### config.mk
export PLATFORM = sky130hd
export DESIGN_NAME = dram_ctrl
export DESIGN_NICKNAME = d
export VERILOG_FILES = /design/src/rtl/dram_ctrl_pkg.sv /design/src/rtl/drc_refresh_timer.sv /design/src/rtl/drc_addr_mux.sv /design/src/rtl/drc_sequencer.sv /design/src/rtl/dram_ctrl.sv
export SDC_FILE = /design/constraint.sdc
export NUM_CORES = 1
export LEC_CHECK = 0
export ABC_AREA = 1
export BUFFER_PORTS_ARGS = -buffer_cell sky130_fd_sc_hd__clkbuf_2
export CELL_PAD_IN_SITES_DETAIL_PLACEMENT = 0
export CELL_PAD_IN_SITES_GLOBAL_PLACEMENT = 2
export CORE_ASPECT_RATIO = 1.25
export CORE_MARGIN = 2
export CORE_UTILIZATION = 32
export DETAILED_ROUTE_END_ITERATION = 10
export PLACE_DENSITY = 0.78
export SLEW_MARGIN = 30
export SYNTH_ARGS = -nofsm -noshare
export SYNTH_HDL_FRONTEND = slang
export SYNTH_SLANG_ARGS = --single-unit
### constraint.sdc
create_clock -name clk -period 2.7 [get_ports clk]
set_clock_uncertainty 0.15 [all_clocks]
set_input_delay 0.405 -clock clk [delete_from_list [all_inputs] [get_ports clk]]
set_output_delay 0.405 -clock clk [all_outputs]
set_load 0.01 [all_outputs]
### src/rtl/dram_ctrl_pkg.sv
// Shared types for the multiplexed-address dynamic memory controller.
// Assumes a square array: row and column address are equally wide.
package dram_ctrl_pkg;

    // Sequencer states; host and refresh cycles share the precharge state.
    typedef enum logic [3:0] {
        S_IDLE,
        S_ROW,
        S_RAS,
        S_COL,
        S_CAS,
        S_DONE,
        S_PRE,
        S_REF_ROW,
        S_REF_RAS
    } seq_state_t;

    // Which value the shared address pins carry.
    typedef enum logic [1:0] {
        PH_NONE,
        PH_HOST_ROW,
        PH_HOST_COL,
        PH_REF_ROW
    } addr_phase_t;

endpackage

### src/rtl/drc_refresh_timer.sv
// Refresh interval timer and refresh row counter.
// Raises ref_pending every REF_INTERVAL clocks. The pending flag clears
// when the sequencer starts a refresh (ref_start). The row counter steps
// when the refresh row cycle ends (ref_done).
// Assumes REF_INTERVAL exceeds the longest access plus one refresh.
module drc_refresh_timer #(
    parameter int ROW_W        = 8,
    parameter int REF_INTERVAL = 1500
) (
    input  logic             clk,
    input  logic             rst_n,
    input  logic             ref_start,
    input  logic             ref_done,
    output logic             ref_pending,
    output logic [ROW_W-1:0] ref_row
);
    localparam int CNT_W = (REF_INTERVAL > 2) ? $clog2(REF_INTERVAL) : 1;

    logic [CNT_W-1:0] tick_cnt;
    logic             tick;

    assign tick = (tick_cnt == CNT_W'(REF_INTERVAL - 1));

    // Interval counter, pending flag and row pointer.
    always_ff @(posedge clk) begin
        if (!rst_n) begin
            tick_cnt    <= '0;
            ref_pending <= 1'b0;
            ref_row     <= '0;
        end else begin
            tick_cnt <= tick ? '0 : tick_cnt + 1'b1;
            if (tick)
                ref_pending <= 1'b1;
            else if (ref_start)
                ref_pending <= 1'b0;
            if (ref_done)
                ref_row <= ref_row + 1'b1;
        end
    end

    // a new tick never finds the previous refresh still unserved
    a_r8_no_missed_refresh: assert property (@(posedge clk) disable iff (!rst_n)
        tick |-> !ref_pending);

    // every completed refresh advances the row pointer by one
    a_r7_row_step: assert property (@(posedge clk) disable iff (!rst_n)
        ref_done |=> (ref_row == $past(ref_row) + 1'b1));

endmodule

### src/rtl/drc_addr_mux.sv
// Selects which address half drives the shared memory address pins.
// Purely combinational; the phase comes from the sequencer state.
module drc_addr_mux
    import dram_ctrl_pkg::*;
#(
    parameter int ROW_W = 8
) (
    input  addr_phase_t      phase,
    input  logic [ROW_W-1:0] host_row,
    input  logic [ROW_W-1:0] host_col,
    input  logic [ROW_W-1:0] ref_row,
    output logic [ROW_W-1:0] mem_addr
);
    // Phase-driven address select.
    always_comb begin
        case (phase)
            PH_HOST_ROW: mem_addr = host_row;
            PH_HOST_COL: mem_addr = host_col;
            PH_REF_ROW:  mem_addr = ref_row;
            default:     mem_addr = '0;
        endcase
    end
endmodule

### src/rtl/drc_sequencer.sv
// Strobe sequencer. Runs one host access (row phase, column phase, done,
// precharge) or one row-only refresh at a time. A refresh that is pending
// in IDLE wins over a host request. Nothing preempts a started cycle.
// Assumes T_RAS >= 1, T_CAS >= 2 (the memory latches the column one clock
// after the column strobe falls) and T_PRE >= 1 (so a held request is not
// re-accepted in the cycle after done).
module drc_sequencer
    import dram_ctrl_pkg::*;
#(
    parameter int ROW_W = 8,
    parameter int T_RAS = 2,
    parameter int T_CAS = 2,
    parameter int T_PRE = 2
) (
    input  logic               clk,
    input  logic               rst_n,
    input  logic               req,
    input  logic               wr,
    input  logic [2*ROW_W-1:0] addr,
    input  logic               wdata,
    input  logic               ref_pending,
    input  logic               mem_dout,
    output logic               ref_start,
    output logic               ref_done,
    output addr_phase_t        phase,
    output logic [ROW_W-1:0]   row_q,
    output logic [ROW_W-1:0]   col_q,
    output logic               ras_n,
    output logic               cas_n,
    output logic               we_n,
    output logic               mem_din,
    output logic               done,
    output logic               rdata
);
    localparam int MAX_T = (T_RAS > T_CAS) ? ((T_RAS > T_PRE) ? T_RAS : T_PRE)
                                            : ((T_CAS > T_PRE) ? T_CAS : T_PRE);
    localparam int CW    = $clog2(MAX_T + 1);

    seq_state_t    state;
    logic [CW-1:0] cnt;
    logic          wr_q;
    logic          wdata_q;
    logic          ras_last, cas_last, pre_last;

    assign ras_last  = (cnt == CW'(T_RAS - 1));
    assign cas_last  = (cnt == CW'(T_CAS - 1));
    assign pre_last  = (cnt == CW'(T_PRE - 1));
    assign ref_start = (state == S_IDLE) && ref_pending;
    assign ref_done  = (state == S_REF_RAS) && ras_last;

    // State, phase counter, request capture and read-data capture.
    always_ff @(posedge clk) begin
        if (!rst_n) begin
            state   <= S_IDLE;
            cnt     <= '0;
            wr_q    <= 1'b0;
            wdata_q <= 1'b0;
            row_q   <= '0;
            col_q   <= '0;
            rdata   <= 1'b0;
        end else begin
            case (state)
                S_IDLE: begin
                    cnt <= '0;
                    if (ref_pending) begin
                        state <= S_REF_ROW;
                    end else if (req) begin
                        state   <= S_ROW;
                        wr_q    <= wr;
                        wdata_q <= wdata;
                        row_q   <= addr[2*ROW_W-1:ROW_W];
                        col_q   <= addr[ROW_W-1:0];
                    end
                end
                S_ROW:     begin state <= S_RAS;     cnt <= '0; end
                S_REF_ROW: begin state <= S_REF_RAS; cnt <= '0; end
                S_RAS: begin
                    if (ras_last) begin state <= S_COL; cnt <= '0; end
                    else cnt <= cnt + 1'b1;
                end
                S_REF_RAS: begin
                    if (ras_last) begin state <= S_PRE; cnt <= '0; end
                    else cnt <= cnt + 1'b1;
                end
                S_COL: begin state <= S_CAS; cnt <= '0; end
                S_CAS: begin
                    if (cas_last) begin
                        state <= S_DONE;
                        cnt   <= '0;
                        rdata <= mem_dout;
                    end else cnt <= cnt + 1'b1;
                end
                S_DONE: begin state <= S_PRE; cnt <= '0; end
                S_PRE: begin
                    if (pre_last) begin state <= S_IDLE; cnt <= '0; end
                    else cnt <= cnt + 1'b1;
                end
                default: state <= S_IDLE;
            endcase
        end
    end

    // Strobe, write-enable and address-phase decode from the state.
    always_comb begin
        ras_n   = !(state inside {S_RAS, S_COL, S_CAS, S_REF_RAS});
        cas_n   = (state != S_CAS);
        we_n    = !(wr_q && (state inside {S_COL, S_CAS}));
        mem_din = wdata_q;
        done    = (state == S_DONE);
        case (state)
            S_ROW, S_RAS:         phase = PH_HOST_ROW;
            S_COL, S_CAS:         phase = PH_HOST_COL;
            S_REF_ROW, S_REF_RAS: phase = PH_REF_ROW;
            default:              phase = PH_NONE;
        endcase
    end

    // the column strobe is only ever low inside a row strobe window
    a_r2_cas_inside_ras: assert property (@(posedge clk) disable iff (!rst_n)
        !cas_n |-> !ras_n);

    // done never lasts longer than one cycle
    a_r3_done_pulse: assert property (@(posedge clk) disable iff (!rst_n)
        done |=> !done);

    // once the column strobe is low, the access runs through to done
    a_r9_no_preempt: assert property (@(posedge clk) disable iff (!rst_n)
        $fell(cas_n) |-> !ref_start);

endmodule

### src/rtl/dram_ctrl.sv
// Top level: host request port to a 64K x 1 multiplexed-address dynamic
// memory, with built-in periodic row refresh. Instantiates the refresh
// timer, the strobe sequencer and the address multiplexer.
// Assumes the memory opens a row when the row strobe falls, latches the
// column one clock after the column strobe falls, and writes its row latch
// back when the row strobe rises.
module dram_ctrl
    import dram_ctrl_pkg::*;
#(
    parameter int ROW_W        = 8,
    parameter int REF_INTERVAL = 1500,
    parameter int T_RAS        = 2,
    parameter int T_CAS        = 2,
    parameter int T_PRE        = 2
) (
    input  logic               clk,
    input  logic               rst_n,
    input  logic               host_req,
    input  logic               host_wr,
    input  logic [2*ROW_W-1:0] host_addr,
    input  logic               host_wdata,
    output logic               host_done,
    output logic               host_rdata,
    output logic [ROW_W-1:0]   dram_addr,
    output logic               dram_ras_n,
    output logic               dram_cas_n,
    output logic               dram_we_n,
    output logic               dram_din,
    input  logic               dram_dout
);
    logic             ref_pending, ref_start, ref_done;
    logic [ROW_W-1:0] ref_row, row_q, col_q;
    addr_phase_t      phase;

    drc_refresh_timer #(.ROW_W(ROW_W), .REF_INTERVAL(REF_INTERVAL)) u_timer (
        .clk         (clk),
        .rst_n       (rst_n),
        .ref_start   (ref_start),
        .ref_done    (ref_done),
        .ref_pending (ref_pending),
        .ref_row     (ref_row)
    );

    drc_sequencer #(.ROW_W(ROW_W), .T_RAS(T_RAS), .T_CAS(T_CAS), .T_PRE(T_PRE)) u_seq (
        .clk         (clk),
        .rst_n       (rst_n),
        .req         (host_req),
        .wr          (host_wr),
        .addr        (host_addr),
        .wdata       (host_wdata),
        .ref_pending (ref_pending),
        .mem_dout    (dram_dout),
        .ref_start   (ref_start),
        .ref_done    (ref_done),
        .phase       (phase),
        .row_q       (row_q),
        .col_q       (col_q),
        .ras_n       (dram_ras_n),
        .cas_n       (dram_cas_n),
        .we_n        (dram_we_n),
        .mem_din     (dram_din),
        .done        (host_done),
        .rdata       (host_rdata)
    );

    drc_addr_mux #(.ROW_W(ROW_W)) u_mux (
        .phase    (phase),
        .host_row (row_q),
        .host_col (col_q),
        .ref_row  (ref_row),
        .mem_addr (dram_addr)
    );

    // the column address was already on the pins the clock before
    // the column strobe falls
    a_r10_col_setup: assert property (@(posedge clk) disable iff (!rst_n)
        $fell(dram_cas_n) |-> $stable(dram_addr));

    // the address pins hold still while the row strobe is falling
    a_r1_row_setup: assert property (@(posedge clk) disable iff (!rst_n)
        $fell(dram_ras_n) |-> $stable(dram_addr));

endmodule

==> impl_results.md <==
* Number of global-route vias before repair at 1,776
* Top Family by Delay on Critical Path: buffers and inverters
* FF+latch count, synth at 45
* # nets final at 370
* CTS tree: done
* Most frequent cell after synthesis: nand2_1
* Via-to-Cell Ratio at 4.54
* Cts bufs inserted at 5
* First-pass GRT wire length at 8.56 mm
* Hold Path Class: primary input to flop
* Post-synth top area cell: dfxtp_1
* Post-synth top cells: nand2_1 (69), nor2_1 (50), dfxtp_1 (45)
* P_leak at 1.12 nW
* Worst slew pin tran at 0.467 ns
* Largest net degree at the start of global routing at 26
* Synth top area share at 42.7%
* Routability congestion estimate at 0.816
* Clock sinks at 45
* Seq pwr share at 42.1%
* CTS H-tree lvls at 2
* Detail Route Antenna Nets at 0
* Ant diodes at 0
* Area of the mapped netlist at 0.00211 mm^2
* Initial Utilization at 32.5%
* Cell Pwr Density at 808 mW/mm^2
* DR vias at 1,971
* Worst Path Buf+Inv at 4
* Total track usage at 14.9%
* Post-synth net total at 331
* Initial DRC count at 56
* Post-Route Utilization at 38.2%
* DPL Wire Length at 3.86 mm
* Status: complete, no violations
* Fmax achieved at 427 MHz
* Die area at 0.00726 mm^2
* Final WL at 5.25 mm
* Drt drc at 0
* Fillers at 731
* Setup violators final at 0
* Sequential-to-total area share from yosys stat at 42.7%
* CTS Buffer Depth at 2
* Peak VDD IR at 348 uV
* Critical Path Sink Type: output pin
* Post-CTS setup buffer count at 0
* Post-route setup TNS at 0 ns
* Detail-routed net length per standard cell at 12.1 um
* Clk slew on worst S/H paths at 0.09 ns
* Final worst-path cycle share at 86.8%
* Crit path DAT at 1.79 ns
* Sw Ratio at 38.4%
* Skew-Pair Late Insertion Delay at 0.30 ns
* Remaining Overflow, GRT at 0
* Post-Syn Instances at 307
* Top cells by area, synth: dfxtp_1 (43%), nand2_1 (12%), nor2_1 (8.9%)
* Clock period minus worst slack at 2.34 ns
* Die Y at 94.8 um
* Gate power share at 34.7%
* Slew margin rel. at 68.8%
* Synth warnings at 0
* Core area at 0.00648 mm^2
* CP required at 2.14 ns
* Synth Flop Type: dfxtp_1
* Setup crit start kind: flop
* Final Slew Violations at 0
* Netlist cell types at 24
* Post-synth EDFFs at 0
* Clock power share at 23.2%
* Slowest Stage Delay on Critical Path at 0.39 ns
* Post-Syn Area per Cell at 6.87 um^2
* Fin. Hold Viols at 0
* FP Rows at 33
* Critical path type: flop to output pin
* Ports at 36
* I/O Buffers at 35
* Antenna violations before repair at 0
* Hold bufs inserted after CTS at 0
* Crit path max-delay cell type: dfxtp_1
* Switching pwr at 769 uW
* Crit path cell chain: inv_1 > nor2_1 > nand2_1 > inv_1 > a21oi_1 > inv_2 > nand2_1 > nand3_1 > clkbuf_2
* P_int at 1.24 mW
* First drt pass iteration count at 4
* RSZ-0062 raised after global routing: false
* Max Cap Viol at 0
* Area growth from synthesis to layout at 17.5%
* Crit Path Max Fanout at 10
* CTS Root Buffer Type: clkbuf_8
* Post-synth ARST share at 0%
* Share of cells above drive strength 1 at 18.2%
* DIE WIDTH at 76.6 um
==> stage by stage <==
stage | area (um^2) | setup slack [ns] | power [mW] | hold slack (ns) | std cells
after floorplan | 2110 | 0.888 | 1.35 | 0.280 | 307
final | 2480 | 0.356 | 2.00 | 0.174 | 434
after detailed placement | 2380 | 0.520 | 1.56 | 0.301 | 426
after global routing | 2480 | 0.105 | 2.15 | 0.185 | 434
after CTS | 2480 | 0.171 | 2.03 | 0.165 | 434
after global placement | 2380 | 0.609 | 1.57 | 0.295 | 426
==> kinds of logic after synthesis <==
| family | share of synthesized area [%] |
|---|---|
| AOI/OAI and AO/OA | 11.2 |
| xor gates and xnor gates | 0.415 |
| adders and majority gates | 1.19 |
| buffers and inverters | 8.19 |
| DFF | 42.7 |
| and+or+nand+nor | 36.4 |
==> cell type report <==
cell class	count	area, um^2	share of cell area [%]
Multi-Input combinational cell	221	1040	41.8
Sequential cell	45	901	36.3
Timing Repair Buffer	38	198	7.98
Inverter	35	134	5.40
Tap cell	87	109	4.39
Clock buffer	7	96.3	3.89
Clock inverter	1	5.00	0.202
==> worst register-to-register path, cell delays in order (launching register included) <==
cell	delay, ns
dfxtp_1	0.34
nor2_2	0.25
nand2_4	0.10
nor3_4	0.38
inv_4	0.22
nor2_1	0.17
nor2_1	0.06
==> power groups by stage <==
stage	registers (mW)	logic [mW]	clock network [mW]
2_1_floorplan	0.848	0.503	0
3_3_place_gp	0.860	0.712	0
3_5_place_dp	0.858	0.706	0
4_1_cts	0.843	0.708	0.481
5_1_grt	0.857	0.796	0.499
6_report	0.843	0.696	0.465
==> metal layers <==
metal	track usage, %	wire, um	vias to the layer above	share of wire (%)
met1	20.1	2600	882	49
met5	0	0	-	0
met4	6.06	78	0	1.5
met3	2.68	112	7	2.1
met2	23.5	2460	25	47
li1	-	-	1057	-
==> worst paths after layout <==
kind	slack (ns)	from	cells past startpoint	endpoint
hold reg to reg	0.32	u_timer.tick_cnt[10]$_SDFF_PP0_	2	u_timer.tick_cnt[10]$_SDFF_PP0_
setup / recovery	0.36	u_seq.state[2]$_SDFFE_PN0P_	9	dram_addr[4]
setup reg to reg	0.93	u_seq.state[3]$_SDFFE_PN0P_	6	u_seq.col_q[4]$_SDFFE_PN0P_
hold / removal	0.17	host_addr[0]	3	u_seq.col_q[0]$_SDFFE_PN0P_
==> state kept, by name (all words and copies together) (netlist names) <==
name	flops
u_seq.state	4
u_seq.wr_q	1
u_timer.tick_cnt	11
u_timer.ref_row	8
u_seq.cnt	2
u_seq.rdata	1
u_seq.col_q	8
u_timer.ref_pending	1
u_seq.row_q	8
u_seq.mem_din	1
==> repair_timing <==
item | in CTS | in global routing
gates resized for setup | 0 | 1
hold endpoints to repair | 0 | 0
endpoints found under the setup margin | 0 | 3
==> cells in the final DEF, fill, tap and decap left out, drive strengths merged <==
| cell | instances |
|---|---|
| buf | 3 |
| dfxtp | 45 |
| ha | 2 |
| nand3b | 1 |
| nor3 | 9 |
| nand2 | 70 |
| clkinv | 2 |
| clkbuf | 42 |
| nor2 | 63 |
| a21oi | 19 |
| nand3 | 21 |
| xor2 | 1 |
| and3 | 2 |
| inv | 34 |
| nand4 | 5 |
| o21ai | 28 |
Power figures use the tool's default switching activity.
